`config.mk`:
```
export PLATFORM = sky130hd
export DESIGN_NAME = uart_frame_rx
export DESIGN_NICKNAME = d
export VERILOG_FILES = /design/src/rtl/uart_rx_pkg.sv /design/src/rtl/uart_rx_bitclk.sv /design/src/rtl/uart_rx_fsm.sv /design/src/rtl/uart_rx_collect.sv /design/src/rtl/uart_frame_rx.sv
export SDC_FILE = /design/constraint.sdc
export NUM_CORES = 1
export LEC_CHECK = 0
export BUFFER_PORTS_ARGS = -buffer_cell sky130_fd_sc_hd__buf_4
export CORE_MARGIN = 2
export CORE_UTILIZATION = 50
export CTS_CLUSTER_DIAMETER = 30
export DETAILED_ROUTE_END_ITERATION = 12
export PLACE_DENSITY = 0.71
export SYNTH_ARGS = -nofsm -noshare
export SYNTH_HDL_FRONTEND = slang
export SYNTH_SLANG_ARGS = --single-unit
```
`constraint.sdc`:
```
create_clock -name clk -period 1.65 [get_ports clk]
set_input_delay 0.33 -clock clk [delete_from_list [all_inputs] [get_ports clk]]
set_output_delay 0.33 -clock clk [all_outputs]
set_load 0.02 [all_outputs]
```
`src/rtl/uart_rx_pkg.sv`:
```
package uart_rx_pkg;

  localparam int RX_DATA_W   = 8;
  localparam int RX_MIN_BITS = 5;
  localparam int RX_IDX_W    = $clog2(RX_DATA_W);

  typedef enum logic [2:0] {
    RX_WAIT_HIGH,
    RX_IDLE,
    RX_START,
    RX_DATA,
    RX_PARITY,
    RX_STOP
  } rx_state_e;

  typedef struct packed {
    logic [1:0] wlen;
    logic       par_en;
    logic       par_even;
    logic       par_stick;
  } rx_cfg_t;

  // number of data bits selected by the word-length code
  function automatic int unsigned word_bits(input logic [1:0] wlen);
    return RX_MIN_BITS + int'(wlen);
  endfunction

  // parity verdict for a completed character (data upper bits are zero)
  function automatic logic parity_bad(input logic [RX_DATA_W-1:0] d,
                                      input logic pbit,
                                      input rx_cfg_t c);
    if (!c.par_en)   return 1'b0;
    if (c.par_stick) return pbit != !c.par_even;
    return (^{d, pbit}) == c.par_even;
  endfunction

endpackage

```
`src/rtl/uart_rx_bitclk.sv`:
```
module uart_rx_bitclk #(
  parameter int OVERSAMPLE = 16
) (
  input  logic clk,
  input  logic rst_n,
  input  logic tick,
  input  logic clr,
  output logic half_hit,
  output logic full_hit
);
  localparam int CW   = $clog2(OVERSAMPLE);
  localparam int HALF = OVERSAMPLE / 2;

  logic [CW-1:0] cnt;

  always_ff @(posedge clk) begin
    if (!rst_n)    cnt <= '0;
    else if (clr)  cnt <= '0;
    else if (tick) cnt <= (cnt == CW'(OVERSAMPLE - 1)) ? '0 : cnt + 1'b1;
  end

  assign half_hit = tick && (cnt == CW'(HALF - 1));
  assign full_hit = tick && (cnt == CW'(OVERSAMPLE - 1));


  wrap_to_zero_chk: assert property (@(posedge clk) disable iff (!rst_n)
    full_hit |=> cnt == '0)
    else $error("tick counter did not wrap after a full bit");

endmodule

```
`src/rtl/uart_rx_fsm.sv`:
```
module uart_rx_fsm
  import uart_rx_pkg::*;
(
  input  logic                clk,
  input  logic                rst_n,
  input  logic                tick,
  input  logic                rxd,
  input  rx_cfg_t             cfg_in,
  input  logic                half_hit,
  input  logic                full_hit,
  output logic                cnt_clr,
  output logic                start_ok,
  output logic                take_data,
  output logic                take_par,
  output logic                take_stop,
  output logic [RX_IDX_W-1:0] bit_idx,
  output rx_cfg_t             cfg_q
);
  rx_state_e state, state_nx;
  logic start_seen, start_false, last_data;
  logic [RX_IDX_W-1:0] last_idx;

  assign last_idx    = RX_IDX_W'(word_bits(cfg_q.wlen) - 1);
  assign start_seen  = (state == RX_IDLE)   && tick && !rxd;
  assign start_false = (state == RX_START)  && half_hit && rxd;
  assign start_ok    = (state == RX_START)  && half_hit && !rxd;
  assign take_data   = (state == RX_DATA)   && full_hit;
  assign take_par    = (state == RX_PARITY) && full_hit;
  assign take_stop   = (state == RX_STOP)   && full_hit;
  assign last_data   = take_data && (bit_idx == last_idx);
  assign cnt_clr     = start_seen || start_ok;

  always_comb begin
    state_nx = state;
    case (state)
      RX_WAIT_HIGH: if (tick && rxd) state_nx = RX_IDLE;
      RX_IDLE:      if (start_seen)  state_nx = RX_START;
      RX_START: begin
        if (start_false)   state_nx = RX_IDLE;
        else if (start_ok) state_nx = RX_DATA;
      end
      RX_DATA:      if (last_data) state_nx = cfg_q.par_en ? RX_PARITY : RX_STOP;
      RX_PARITY:    if (take_par)  state_nx = RX_STOP;
      RX_STOP:      if (take_stop) state_nx = RX_WAIT_HIGH;
      default:      state_nx = RX_WAIT_HIGH;
    endcase
  end

  always_ff @(posedge clk) begin
    if (!rst_n) begin
      state   <= RX_WAIT_HIGH;
      bit_idx <= '0;
      cfg_q   <= '0;
    end else begin
      state <= state_nx;
      if (start_seen) cfg_q <= cfg_in;
      if (start_ok)       bit_idx <= '0;
      else if (take_data) bit_idx <= bit_idx + 1'b1;
    end
  end


  false_start_drop_chk: assert property (@(posedge clk) disable iff (!rst_n)
    start_false |=> state == RX_IDLE)
    else $error("false start not dropped");


  bit_index_range_chk: assert property (@(posedge clk) disable iff (!rst_n)
    state == RX_DATA |-> int'(bit_idx) < int'(word_bits(cfg_q.wlen)))
    else $error("bit index beyond word length");


  rearm_after_stop_chk: assert property (@(posedge clk) disable iff (!rst_n)
    take_stop |=> state == RX_WAIT_HIGH)
    else $error("receiver did not wait for idle line");


  cfg_frozen_chk: assert property (@(posedge clk) disable iff (!rst_n)
    (state == RX_DATA || state == RX_PARITY || state == RX_STOP) |=> $stable(cfg_q))
    else $error("configuration moved inside a frame");

endmodule

```
`src/rtl/uart_rx_collect.sv`:
```
module uart_rx_collect
  import uart_rx_pkg::*;
(
  input  logic                 clk,
  input  logic                 rst_n,
  input  logic                 rxd,
  input  rx_cfg_t              cfg_q,
  input  logic                 start_ok,
  input  logic                 take_data,
  input  logic                 take_par,
  input  logic                 take_stop,
  input  logic [RX_IDX_W-1:0]  bit_idx,
  output logic [RX_DATA_W-1:0] rx_data,
  output logic                 rx_valid,
  output logic                 rx_perr,
  output logic                 rx_ferr,
  output logic                 rx_brk
);
  logic [RX_DATA_W-1:0] acc;
  logic                 par_q;

  always_ff @(posedge clk) begin
    if (!rst_n) begin
      acc      <= '0;
      par_q    <= 1'b0;
      rx_data  <= '0;
      rx_valid <= 1'b0;
      rx_perr  <= 1'b0;
      rx_ferr  <= 1'b0;
      rx_brk   <= 1'b0;
    end else begin
      rx_valid <= take_stop;
      if (start_ok) begin
        acc   <= '0;
        par_q <= 1'b0;
      end
      if (take_data) acc[bit_idx] <= rxd;
      if (take_par)  par_q <= rxd;
      if (take_stop) begin
        rx_data <= acc;
        rx_perr <= parity_bad(acc, par_q, cfg_q);
        rx_ferr <= !rxd;
        rx_brk  <= (acc == '0) && !par_q && !rxd;
      end
    end
  end


  valid_pulse_chk: assert property (@(posedge clk) disable iff (!rst_n)
    rx_valid |=> !rx_valid)
    else $error("valid held longer than one cycle");


  break_has_ferr_chk: assert property (@(posedge clk) disable iff (!rst_n)
    rx_valid && rx_brk |-> rx_ferr)
    else $error("break without framing error");


  upper_bits_zero_chk: assert property (@(posedge clk) disable iff (!rst_n)
    rx_valid |-> (rx_data >> word_bits(cfg_q.wlen)) == '0)
    else $error("bits above word length not zero");


  no_parity_no_perr_chk: assert property (@(posedge clk) disable iff (!rst_n)
    rx_valid && !cfg_q.par_en |-> !rx_perr)
    else $error("parity error with parity disabled");

endmodule

```
`src/rtl/uart_frame_rx.sv`:
```
module uart_frame_rx
  import uart_rx_pkg::*;
#(
  parameter int OVERSAMPLE = 16
) (
  input  logic                 clk,
  input  logic                 rst_n,
  input  logic                 baud_tick,
  input  logic                 rxd,
  input  logic [1:0]           cfg_wlen,
  input  logic                 cfg_par_en,
  input  logic                 cfg_par_even,
  input  logic                 cfg_par_stick,
  output logic [RX_DATA_W-1:0] rx_data,
  output logic                 rx_valid,
  output logic                 rx_perr,
  output logic                 rx_ferr,
  output logic                 rx_brk
);
  rx_cfg_t             cfg_in, cfg_q;
  logic                half_hit, full_hit, cnt_clr;
  logic                start_ok, take_data, take_par, take_stop;
  logic [RX_IDX_W-1:0] bit_idx;

  assign cfg_in = '{wlen: cfg_wlen, par_en: cfg_par_en,
                    par_even: cfg_par_even, par_stick: cfg_par_stick};

  uart_rx_bitclk #(.OVERSAMPLE(OVERSAMPLE)) u_bitclk (
    .clk      (clk),
    .rst_n    (rst_n),
    .tick     (baud_tick),
    .clr      (cnt_clr),
    .half_hit (half_hit),
    .full_hit (full_hit)
  );

  uart_rx_fsm u_fsm (
    .clk       (clk),
    .rst_n     (rst_n),
    .tick      (baud_tick),
    .rxd       (rxd),
    .cfg_in    (cfg_in),
    .half_hit  (half_hit),
    .full_hit  (full_hit),
    .cnt_clr   (cnt_clr),
    .start_ok  (start_ok),
    .take_data (take_data),
    .take_par  (take_par),
    .take_stop (take_stop),
    .bit_idx   (bit_idx),
    .cfg_q     (cfg_q)
  );

  uart_rx_collect u_collect (
    .clk       (clk),
    .rst_n     (rst_n),
    .rxd       (rxd),
    .cfg_q     (cfg_q),
    .start_ok  (start_ok),
    .take_data (take_data),
    .take_par  (take_par),
    .take_stop (take_stop),
    .bit_idx   (bit_idx),
    .rx_data   (rx_data),
    .rx_valid  (rx_valid),
    .rx_perr   (rx_perr),
    .rx_ferr   (rx_ferr),
    .rx_brk    (rx_brk)
  );

endmodule

```
* After elaboration in Yosys (flattened, before gate mapping)
Index checks and enable logic that the tools add are counted.
** Storage, ports and cells
- Output and inout bits :: 12
- Logic and storage cells :: 92
- Register bits after elaboration :: 36
- Input bits :: 9
** Cells by class
- Bitwise gates (word level) :: 1
- Reduce and logical (&&, ||, !) cells :: 26
- $add $sub $neg :: 4
- Magnitude comparators :: 2
- Equality and inequality tests :: 16
- Muxes and demuxes :: 29
** Operators by type and width (number)
- 8-bit two-way mux :: 3
- 3-bit two-way mux :: 7
- 3-bit one-hot mux with 6 select lines :: 1
- 1-bit logical AND :: 15
- 1-bit two-way mux :: 15
- 9-bit parity :: 1
- 8-bit bitwise mux :: 1
- 8-bit zero test :: 1
- 2-bit by 1-bit inequality test with 1-bit output, second input constant :: 4
- 3-bit by 2-bit equality test with 1-bit output, second input constant :: 2
- 3-bit equality test, second input constant :: 2
- 6-bit AND reduction :: 1
- 4-bit by 1-bit adder with 4-bit output, second input constant :: 1
- 4-bit by 3-bit equality test with 1-bit output, second input constant :: 1
- 4-bit equality test, second input constant :: 1
- 3-bit by 4-bit < comparator with 1-bit output, second input constant :: 1
- 4-bit two-way mux :: 1
- 2-bit OR reduction :: 2
- 3-bit by 1-bit adder with 3-bit output, second input constant :: 1
- 3-bit by 2-bit adder with 3-bit output, first input constant :: 1
- 1-bit demux with 3-bit select :: 1
- 3-bit by 1-bit equality test with 1-bit output, second input constant :: 1
- 3-bit equality test :: 1
- 3-bit by 1-bit >= comparator with 1-bit output, second input constant :: 1
- other kinds (10) :: 12

* Logic depth before layout (Yosys ltp)
Gate-level depths: netlist of run 1.
- Word-level depth :: 10
- Mapped depth :: 8
- Gate-level depth less buffers :: 6

* Cells and area by module
From an unflattened synthesis of run 1, not the netlist that was laid out.
** Unflattened totals
- Cell total of the unflattened synthesis :: 187
- Area total of the unflattened synthesis :: 1760.4 sq um
** By module, submodules not included
- uart_rx_collect :: sequential area each 420.4 sq um, cells an instance 104, area an instance 997.2 sq um, instances 1
- uart_rx_fsm :: sequential area each 220.2 sq um, cells an instance 63, area an instance 579.3 sq um, instances 1
- uart_rx_bitclk :: sequential area each 80.1 sq um, cells an instance 20, area an instance 183.9 sq um, instances 1

* Worst setup path before layout of run 1
Ideal clock, no wire load.
- Path type :: register -> register
- From :: reg u_bitclk.cnt[0]
- To :: reg u_collect.acc[3]
- Setup time :: 0.117 ns
- Data required time :: 1.533 ns
- Period minus slack after synthesis :: 1.690 ns
- Data arrival time :: 1.573 ns
- Cell stages (with the launch flop) :: 8
- Path slack :: -0.040 ns
- Path buffers :: 1
- Cell sequence :: dfxtp_1 -> ha_1 -> and4_1 -> buf_6 -> nand4_1 -> nor3b_1 -> mux2i_1 -> nor2_1
** Between the ends
- Word-level cells in the longest chain between the ends :: 8
- Elaborated cells between the ends (all ways) :: 11
- Those cells by class :: 2 x eq/ne; 4 x mux; 5 x reduce/logical
** Ends and longest elaborated chain
- start: declaration :: RTL line uart_rx_bitclk.sv:14 : logic [CW-1:0] cnt;
- start signal: assignment :: RTL line uart_rx_bitclk.sv:19 : else if (tick) cnt <= (cnt == CW'(OVERSAMPLE - 1)) ? '0 : cnt + 1'b1;
- 4-bit by 3-bit equality test with 1-bit output :: RTL line uart_rx_bitclk.sv:22 : assign half_hit = tick && (cnt == CW'(HALF - 1));
- 1-bit logical AND :: RTL line uart_rx_bitclk.sv:22
- 1-bit logical AND (2 in a row) :: RTL line uart_rx_fsm.sv:26 : assign start_ok = (state == RX_START) && half_hit && !rxd;
- 8-bit two-way mux :: RTL line uart_rx_collect.sv:33 : if (start_ok) begin
- 8-bit two-way mux :: RTL line uart_rx_collect.sv:23 : if (!rst_n) begin
- 8-bit bitwise mux :: RTL line uart_rx_collect.sv:37 : if (take_data) acc[bit_idx] <= rxd;
- 8-bit two-way mux * :: RTL line uart_rx_collect.sv:37
- end signal: indexed assignment :: RTL line uart_rx_collect.sv:37
- end: declaration :: RTL line uart_rx_collect.sv:19 : logic [RX_DATA_W-1:0] acc;
Every way passes the cells marked *; elsewhere a longest branch is shown, timed or not. The select of a mux whose other input is x is not followed.
A chain may end at the register's enable or synchronous reset.

* Final worst setup path of run 1
- From :: reg u_bitclk.cnt[0]
- To :: reg u_collect.acc[5]
The elaborated chain is that of the path after synthesis.

==> impl_metrics.csv, run 1 <==
group,metric,value,unit
min_path,worstHoldEndpoint,"u_fsm.cfg_q[2]",
power,switchingPower,521,uW
worst_setup_path,slowest_delay,0.37,ns
worst_setup_path,reg2regPathDepth,6,
cts,cts_sinks,36,
routing,dr_total_vias,1430,
place,io_buffers,20,
layout,final_cells,273,
routing,first_iter_violations,80,
layout,finish.net_count,237,
timing,finalHoldViolations,0,
layout,multi_input_area,992,sq um
yosys,synthSimpleGateAreaFrac,23.8,%
min_path,min_from,"cfg_par_en",
yosys,synth_top_family_by_area,"simple AND/OR/NAND/NOR gates",
worst_setup_path,crit_family,"simple AND/OR/NAND/NOR gates",
routing,wl_per_cell,13.6,um
cts,cts_max_path_buffers,2,
layout,areaGrowthSynthToFinish,24.4,%
global_route,antenna_found_initial,0,
layout,antenna_cells,0,
yosys,synth-edff-count,0,
layout,nFillCells,286,
die,die_area,0.00396,sq mm
routing,drtPass1Iterations,4,
worst_setup_path,cp_cell_sequence,"ha_4 > and4_4 > nand4_1 > nor3b_2 > mux2i_1 > nor2_1",
die,initial_core_util,52.0,%
yosys,syn_area,0.00173,sq mm
worst_setup_path,r2r-start,"u_bitclk.cnt[0]",
yosys,synth_nets,199,
power,power_density,815,mW/mm^2
cts,cts_tree,"built",
yosys,synth_compound_area_share,7.00,%
global_route,track_usage,20.8,%
yosys,ys_seq_elements,36,
die,ioPinCount,21,
timing,worst_pin_slew,0.308,ns
power,ir_worst_vdd,436,uV
die,core,0.00334,sq mm
yosys,synth_fa_ha_area_share,1.44,%
worst_setup_path,r2r_slack,0.02,ns
worst_setup_path,critical_path_required,1.89,ns
timing,slew_violations,0,
routing,drc,0,
cts,cts-buffers-inserted,5,
routing,routed_wl,3.71,mm
min_path,whs_path_depth,3,
layout,seqCellArea,724,sq um
routing,vias_per_cell,5.24,
power,clkPwrFrac,26.6,%
timing,rsz0062_at_grt,"yes",
place,placed_area,0.00204,sq mm
cts,cts_root_buf,"clkbuf_4",
die,die_y,62.9,um
worst_setup_path,slowest_stage,"dfxtp_2",
job,drv_cap,0,
cts,clk_latency,0.34,ns
cts,htreeDepth,2,
yosys,avgSynthCellArea,9.22,sq um
worst_setup_path,critPathLaunchType,"flip-flop",
yosys,synthCells,188,
die,die_x,62.9,um
worst_setup_path,reg2reg_to,"u_collect.acc[5]",
yosys,synth_ff_type,"dfxtp_1",
routing,ant_nets,0,
global_route,grt-ovfl-total,0,
status,status,"finished clean",
global_route,grt_pass1_wl,6.43,mm
yosys,yosysUniqueCellTypes,38,
timing,fmax,614,MHz
place,hpwlAfterDp,2.67,mm
timing,min_period_over_period,98.8,%
layout,drive_above_1_share,29.1,%
timing,finalSetupViolCount,0,
worst_setup_path,cp_max_fo,5,
power,switching_share,29.6,%
yosys,async_reset_ff_share,0,%
cts,clk_pin_slew,0.11,ns
power,p_leak,0.000939,uW
place,dp_cells,262,
global_route,first_global_vias,1400,
power,seqPwrFrac,53.6,%
worst_setup_path,worstSetupPathType,"flip-flop to flip-flop",
power,comb_power_share,19.8,%
die,rows,21,
yosys,yosysSeqAreaShare,41.6,%
layout,finalInstanceArea,0.00216,sq mm
place,place.gp.congestion,0.772,
worst_setup_path,crit_path_end_kind,"flip-flop",
min_path,hold_class,"primary input to flip-flop",
global_route,grt_max_degree,21,
yosys,synthMuxAreaShare,14.4,%
timing,layout_min_cycle_time,1.63,ns
yosys,ys_warn_count,0,
yosys,synth_xor_area_share,7.07,%
worst_setup_path,arrival,1.87,ns
worst_setup_path,timing.critical_path.buf_inv,0,
power,p_int,1240,uW
timing,relSlewSlack,79.3,%
timing,clock_skew,0.00942,ns
cell type report:
type,instances,share of cell area (%)
clock buffer,5,1.74
sequential,36,33.6
multi-input combinational,138,46.0
tap,46,2.67
timing repair buffer,42,14.6
clock inverter,3,0.870
inverter,3,0.522
flip-flops by register name (all words and copies together) (netlist names):
name,count
u_bitclk.cnt,4
u_collect.acc,8
u_fsm.bit_idx,3
u_collect.par_q,1
u_fsm.state,3
u_collect.rx_brk,1
u_fsm.cfg_q,5
u_collect.rx_data,8
u_collect.rx_valid,1
u_collect.rx_ferr,1
u_collect.rx_perr,1
layout by cell type, fill, tap and decap left out, drive strengths merged, types with 2 or more instances in the layout:
cell,n
nand2b,4
xnor2,9
nand2,10
xor2,5
nor3,2
clkbuf,5
nor4b,3
o21ai,4
nand3,4
nor3b,3
buf,42
inv,3
mux2i,25
or3,2
clkinv,3
a31oi,2
dfxtp,36
ha,2
a21oi,9
nor2,37
nand4,3
nor4,3
synthesized netlist by cell type, types with 3 or more instances:
cell type  number  area, sq um
a21oi_1         9         45.0
nand2_1        10         37.5
nor2_1         37          139
mux2i_1        25          250
nand2b_1        4         25.0
nand4_1         3         18.8
xnor2_1         9         78.8
xor2_1          5         43.8
o21ai_0         4         20.0
nor4_1          3         18.8
dfxtp_1        36          721
buf_2           5         25.0
inv_1           3         11.3
per-stage QoR:
| step | utilization [%] | hold slack (ns) | total power, uW | setup TNS [ns] | setup slack [ns] |
|---|---|---|---|---|---|
| 2_1_floorplan | - | 0.474 | 1150 | 0 | 0.0000798 |
| 5_1_grt | 64.6 | 0.203 | 1850 | -0.105 | -0.0578 |
| 6_report | 64.6 | 0.214 | 1760 | 0 | 0.0204 |
| 3_5_place_dp | 61.1 | 0.486 | 1280 | -0.395 | -0.107 |
| 3_3_place_gp | 61.1 | 0.473 | 1260 | -0.0241 | -0.0192 |
| 4_1_cts | 63.1 | 0.202 | 1750 | 0 | 0.0109 |
worst max path at each step:
stage	startpoint	to	slack, ns	cells past startpoint
finish	u_bitclk.cnt[0]	u_collect.acc[5]	0.02	6
global route	u_bitclk.cnt[0]	u_collect.acc[5]	-0.06	6
CTS	u_bitclk.cnt[0]	u_collect.acc[5]	0.01	6
detailed placement	u_bitclk.cnt[0]	u_collect.acc[5]	-0.11	6
global placement	u_bitclk.cnt[0]	u_collect.acc[5]	-0.02	6
floorplan	u_bitclk.cnt[0]	u_collect.acc[4]	0.00008	7
kinds of logic after synthesis:
family,count (synthesis)
flops,36
simple gates,77
mux,25
buf+inv,14
xor+xnor,14
fa+ha+maj,2
compound gates,20
per-layer routing:
metal / vias to the layer above / GRT usage (%) / wire length, um
li1: 724 / - / -
met2: 27 / 34.0 / 1830
met1: 673 / 25.7 / 1710
met3: 6 / 6.31 / 133
met4: 0 / 7.78 / 47
met5: - / 0 / 0
worst reg2reg max path, stage by stage, from the launching register on:
cell and delay, ns:
dfxtp_2 0.37, ha_4 0.14, and4_4 0.25, nand4_1 0.23, nor3b_2 0.27, mux2i_1 0.20
nor2_1 0.06
power by group through the flow:
stage | sequential, uW | combinational, uW | clock [uW]
3_3_place_gp | 953 | 310 | 0
6_report | 942 | 348 | 468
4_1_cts | 937 | 324 | 485
5_1_grt | 946 | 383 | 520
3_5_place_dp | 956 | 323 | 0
2_1_floorplan | 960 | 192 | 0
timing repair:
item	in CTS	in global routing
resized for setup	4	5
buffers inserted	1	2
pin swaps	2	5
endpoints found under the setup margin	12	19
hold buffers	0	0
No activity file was read; power rests on OpenSTA's default activity.
==> run 2, diff against run 1 <==
--- a/config.mk
+++ b/config.mk
@@ -6,6 +6,7 @@
 export NUM_CORES = 1
 export LEC_CHECK = 0
 export BUFFER_PORTS_ARGS = -buffer_cell sky130_fd_sc_hd__buf_4
+export CORE_ASPECT_RATIO = 1.25
 export CORE_MARGIN = 2
 export CORE_UTILIZATION = 50
 export CTS_CLUSTER_DIAMETER = 30
@@ -13,4 +14,5 @@
 export PLACE_DENSITY = 0.71
 export SYNTH_ARGS = -nofsm -noshare
 export SYNTH_HDL_FRONTEND = slang
+export SYNTH_HIERARCHICAL = 1
 export SYNTH_SLANG_ARGS = --single-unit
==> impl_metrics.csv, run 2 <==
group,metric,value,unit
layout,final_cell_mix,"buf_4, dfxtp_1, nor2b_1",
cts,cts_max_path_buffers,2,
yosys,synth_nets,198,
min_path,whs_path_depth,3,
min_path,min_from,"cfg_par_en",
worst_setup_path,crit_path_end_kind,"flip-flop",
worst_setup_path,reg2reg_to,"u_collect/acc[4]",
power,ir_worst_vdd,710,uV
worst_setup_path,arrival,1.81,ns
yosys,ys_warn_count,6,
timing,worst_slack,0.0185,ns
worst_setup_path,reg2regPathDepth,8,
timing,worst_pin_slew,0.511,ns
yosys,yosysSeqAreaShare,40.9,%
yosys,avgSynthCellArea,9.41,sq um
routing,drc,0,
layout,layout_top_registers,"u_collect/acc: 8 flops, u_collect/rx_data: 8 flops, u_fsm/cfg_q: 5 flops",
layout,final_cells,266,
cts,cts_tree,"built",
status,status,"finished clean",
worst_setup_path,crit_family,"simple AND/OR/NAND/NOR gates",
min_path,hold_class,"primary input to flip-flop",
routing,routed_wl,3.85,mm
place,hpwlAfterDp,2.70,mm
yosys,synth_most_common_cell,"dfxtp_1",
timing,min_period_over_period,98.9,%
layout,drive_above_1_share,32.2,%
cts,cts-buffers-inserted,5,
timing,finalSetupViolCount,0,
power,design_power_total,1620,uW
power,p_leak,0.000879,uW
worst_setup_path,slowest_delay,0.35,ns
worst_setup_path,r2r-start,"u_bitclk/cnt[1]",
place,place.gp.congestion,0.798,
yosys,syn_area,0.00176,sq mm
global_route,antenna_found_initial,0,
layout,antenna_cells,0,
die,ioPinCount,21,
timing,slew_violations,0,
global_route,first_global_vias,1468,
die,initial_core_util,51.4,%
worst_setup_path,slowest_stage,"dfxtp_2",
die,core,0.00342,sq mm
yosys,ys_seq_elements,36,
die,die_x,57.1,um
place,placed_area,0.00211,sq mm
worst_setup_path,critical_path_required,1.83,ns
global_route,track_usage,20.3,%
yosys,ys_top_cells_by_area,"dfxtp_1, mux2i_1, nor2b_1",
worst_setup_path,cp_max_fo,5,
global_route,grt-ovfl-total,0,
cts,cts_root_buf,"clkbuf_8",
timing,fmax,613,MHz
worst_setup_path,cp_cell_sequence,"ha_4 > and4_4 > and3_4 > nand2b_4 > nor3b_4 > nor3b_1 > a21oi_1 > nor2b_1",
timing,layout_min_cycle_time,1.63,ns
global_route,grt_pass1_wl,6.49,mm
die,die_y,70.3,um
cts,htreeDepth,2,
min_path,worstHoldEndpoint,"u_fsm/cfg_q[2]",
timing,finalHoldViolations,0,
yosys,synth-edff-count,0,
routing,wl_per_cell,14.5,um
cts,clk_pin_slew,0.07,ns
worst_setup_path,worstSetupPathType,"flip-flop to flip-flop",
layout,seqCellArea,723,sq um
yosys,synth_common_cells,"dfxtp_1, nor2b_1, mux2i_1, nor3b_1, nor2_1",
worst_setup_path,critPathLaunchType,"flip-flop",
routing,vias_per_cell,5.42,
die,die_area,0.00401,sq mm
timing,clock_skew,0.00334,ns
yosys,synthCells,187,
layout,finish.net_count,238,
job,drv_cap,0,
cts,clk_latency,0.28,ns
routing,first_iter_violations,40,
yosys,async_reset_ff_share,0,%
layout,finalInstanceArea,0.00229,sq mm
yosys,yosysTopAreaCell,"dfxtp_1",
place,place_ws,-0.0879,ns
routing,drtPass1Iterations,4,
die,rows,24,
layout,areaGrowthSynthToFinish,30.0,%
cts,cts_sinks,36,
layout,multi_input_area,0.00112,sq mm
timing,rsz0062_at_grt,"yes",
global_route,grt_max_degree,32,
yosys,synth_ff_type,"dfxtp_1",
timing,relSlewSlack,65.9,%
yosys,yosysUniqueCellTypes,38,
power,power_density,709,mW/mm^2
layout,nFillCells,298,
worst_setup_path,r2r_slack,0.02,ns
yosys,synth.top_cell.area_share,40.9,%
layout,post-route-util,66.8,%
place,io_buffers,20,
routing,ant_nets,0,
layout,layout.cells.most_common,"buf_4",
routing,dr_total_vias,1443,
place,dp_cells,255,
worst_setup_path,timing.critical_path.buf_inv,0,
[run 2: cell types whose count changed after synthesis, sizes merged, moves of 4 or more]
cell    change
nor2       -25
buf         -7
nor3b      +11
mux2i       -8
clkbuf      +4
nor2b      +23
[run 2: how the worst max path moves through the flow]
| stage | start | endpoint | depth (start not counted) | slack (ns) |
|---|---|---|---|---|
| final | u_bitclk/cnt[1] | u_collect/acc[4] | 8 | 0.02 |
| after global routing | u_bitclk/cnt[1] | u_collect/acc[4] | 8 | -0.08 |
| after CTS | u_bitclk/cnt[1] | u_collect/acc[4] | 8 | 0.0009 |
| after floorplan | u_fsm/state[1] | u_bitclk/cnt[0] | 6 | 0.003 |
| after detailed placement | baud_tick | u_bitclk/cnt[0] | 7 | -0.09 |
| after global placement | baud_tick | u_bitclk/cnt[0] | 7 | -0.05 |
[run 2: repair_timing]
item	CTS	global route
gates resized for setup	4	11
pin swaps	0	7
gates cloned	0	1
endpoints found under the setup margin	5	12
buffers inserted	1	2
hold buffers	0	0
[run 2: layout make-up]
type / count / share of cell area [%]
Sequential cell: 36 / 31.6
Multi-Input combinational cell: 141 / 48.9
Clock buffer: 6 / 3.17
Timing Repair Buffer: 41 / 13.7
Inverter: 2 / 0.328
Tap cell: 39 / 2.13
Clock inverter: 1 / 0.219
[run 2: worst register-to-register path: stages (launching register included)]
cell and delay (ns):
dfxtp_2 0.35, ha_4 0.15, and4_4 0.24, and3_4 0.24
nand2b_4 0.09, nor3b_4 0.20, nor3b_1 0.08, a21oi_1 0.14
nor2b_1 0.06
[run 2: kinds of logic after synthesis]
family	count (synthesis)	share of synthesized area, %
and+or+nand+nor	86	29.0
DFF	36	40.9
AOI/OAI and AO/OA	20	7.89
muxes	17	9.67
xor gates and xnor gates	16	8.81
buffers and inverters	10	2.27
adders and majority gates	2	1.42
[run 2: metrics by stage]
step           TNS (ns)  hold WS, ns
2_1_floorplan         0        0.448
3_3_place_gp     -0.164        0.469
3_5_place_dp     -0.346        0.470
4_1_cts               0        0.306
5_1_grt          -0.233        0.318
6_report              0        0.306
[run 2: where the power goes]
group          leakage, uW  switching, uW  internal, uW
Combinational     0.000547           63.9          83.5
Sequential        0.000291           17.8           883
Clock            0.0000410            288           287
[run 2: routing by layer]
metal / vias to the layer above / wire length [um] / part of all wire, % / GRT usage (%)
met5: - / 0 / 0 / 0
met4: 0 / 67 / 1.7 / 8.01
met3: 8 / 116 / 3.0 / 5.00
met2: 26 / 1990 / 52 / 35.6
met1: 685 / 1670 / 43 / 23.0
li1: 724 / - / - / -
==> run 3, diff against run 2 <==
--- a/config.mk
+++ b/config.mk
@@ -12,6 +12,7 @@
 export CTS_CLUSTER_DIAMETER = 30
 export DETAILED_ROUTE_END_ITERATION = 12
 export PLACE_DENSITY = 0.71
+export SETUP_SLACK_MARGIN = 0.1
 export SYNTH_ARGS = -nofsm -noshare
 export SYNTH_HDL_FRONTEND = slang
 export SYNTH_HIERARCHICAL = 1
==> impl_metrics.csv, run 3 (synthesis gave the netlist of run 2 again) <==
group,metric,value,unit
place,place_ws,-0.0601,ns
power,design_power_total,1620,uW
worst_setup_path,cp_max_fo,4,
cts,clk_pin_slew,0.07,ns
worst_setup_path,r2r-start,"u_bitclk/cnt[1]",
min_path,hold_class,"primary input to flip-flop",
routing,drc,0,
routing,vias_per_cell,5.43,
routing,wl_per_cell,14.2,um
layout,nFillCells,267,
worst_setup_path,crit_path_end_kind,"flip-flop",
cts,cts_root_buf,"clkbuf_8",
worst_setup_path,critPathLaunchType,"flip-flop",
power,switching_share,22.5,%
global_route,grt_pass1_wl,6.35,mm
worst_setup_path,arrival,1.81,ns
layout,antenna_cells,0,
worst_setup_path,worstSetupPathType,"flip-flop to flip-flop",
die,ioPinCount,21,
power,clkPwrFrac,34.7,%
power,switchingPower,365,uW
place,io_buffers,20,
die,core,0.00342,sq mm
die,die_y,70.3,um
timing,fmax,612,MHz
cts,cts_sinks,36,
layout,multi_input_area,0.00115,sq mm
worst_setup_path,critical_path_required,1.83,ns
global_route,grt-ovfl-total,0,
worst_setup_path,startpoint,"u_bitclk/cnt[1]",
die,rows,24,
cts,htreeDepth,2,
place,hpwlAfterDp,2.64,mm
global_route,track_usage,20.5,%
timing,min_period_over_period,99.0,%
place,place.gp.congestion,0.777,
die,die_x,57.1,um
timing,worst_slack,0.0173,ns
routing,routed_wl,3.80,mm
layout,final_cell_mix,"buf_4, dfxtp_1, nor2b_1",
timing,worst_pin_slew,0.476,ns
worst_setup_path,reg2regPathDepth,8,
timing,finalHoldViolations,0,
power,power_density,682,mW/mm^2
worst_setup_path,r2r_slack,0.02,ns
routing,dr_total_vias,1456,
timing,relSlewSlack,68.2,%
timing,clock_skew,0.00573,ns
timing,finalSetupViolCount,0,
cts,clk_latency,0.28,ns
status,status,"finished clean",
layout,layout_top_registers,"u_collect/acc: 8 flops, u_collect/rx_data: 8 flops, u_fsm/cfg_q: 5 flops",
job,drv_cap,0,
routing,drtPass1Iterations,5,
routing,first_iter_violations,36,
timing,rsz0062_at_grt,"yes",
layout,drive_above_1_share,37.1,%
worst_setup_path,worstSetupEndpoint,"u_collect/acc[0]",
cts,cts_tree,"built",
power,ir_worst_vdd,681,uV
worst_setup_path,reg2reg_to,"u_collect/acc[0]",
global_route,first_global_vias,1425,
timing,layout_min_cycle_time,1.63,ns
cts,cts-buffers-inserted,5,
global_route,grt_max_degree,32,
power,p_int,1260,uW
routing,ant_nets,0,
power,p_leak,0.000899,uW
cts,cts_max_path_buffers,2,
global_route,antenna_found_initial,0,
power,comb_power_share,9.7,%
die,die_area,0.00401,sq mm
layout,seqCellArea,731,sq um
die,initial_core_util,51.4,%
layout,areaGrowthSynthToFinish,35.3,%
layout,layout.cells.most_common,"buf_4",
timing,slew_violations,0,
layout,finish.net_count,240,
power,seqPwrFrac,55.5,%
-- run 3: critical path: stages (launching register included) --
cell      delay, ns
dfxtp_4        0.36
ha_4           0.14
and4_4         0.22
and3_4         0.23
nand2b_4       0.09
nor3_1         0.22
nor3b_1        0.09
a21oi_1        0.12
nor2b_1        0.06
-- run 3: timing repair --
item                                    4_1_cts  5_1_grt
endpoints found under the setup margin       20       30
resized for setup                            11       16
cloned                                        0        2
pin swaps                                    10        7
setup buffers                                 6        3
hold buffers                                  0        0
-- run 3: area by class of cell --
type | count | share of cell area, %
flip-flops and latches | 36 | 30.7
inverters | 2 | 0.420
clock inverters | 1 | 0.210
well taps | 39 | 2.05
repair inverters | 1 | 0.315
multi-input cells | 141 | 48.3
clock buffers | 6 | 3.05
repair buffers | 42 | 15.0
-- run 3: worst min path at each step --
stage	start	endpoint	cells past startpoint
finish	cfg_wlen[0]	u_fsm/cfg_q[3]	3
CTS	cfg_wlen[0]	u_fsm/cfg_q[3]	3
floorplan	rst_n	u_fsm/state[2]	1
global placement	u_collect/rx_ferr	u_collect/rx_ferr	1
detailed placement	u_collect/rx_ferr	u_collect/rx_ferr	1
global route	cfg_par_even	u_fsm/cfg_q[1]	3
-- run 3: stage by stage --
step / cell area (sq um) / std cells / setup TNS, ns / hold slack [ns] / utilization [%]
2_1_floorplan: 1850 / 187 / 0 / 0.447 / -
3_3_place_gp: 2100 / 250 / -0.00674 / 0.466 / 61.4
3_5_place_dp: 2100 / 250 / -0.516 / 0.469 / 61.4
4_1_cts: 2260 / 263 / 0 / 0.302 / 66.0
5_1_grt: 2380 / 268 / -0.193 / 0.307 / 69.6
6_report: 2380 / 268 / 0 / 0.309 / 69.6
-- run 3: metal layers --
metal	global-route usage [%]	wire length, um	up-vias
met5	0	0	-
met4	5.43	48	0
met3	5.56	101	9
met1	21.9	1570	691
met2	38.4	2080	27
li1	-	-	729
-- run 3: power by group through the flow --
stage	sequential [uW]	clock (uW)	combinational [uW]
final	901	564	158
after CTS	901	582	139
after global placement	921	0	122
after detailed placement	923	0	129
after floorplan	915	0	80.7
after global routing	903	622	172
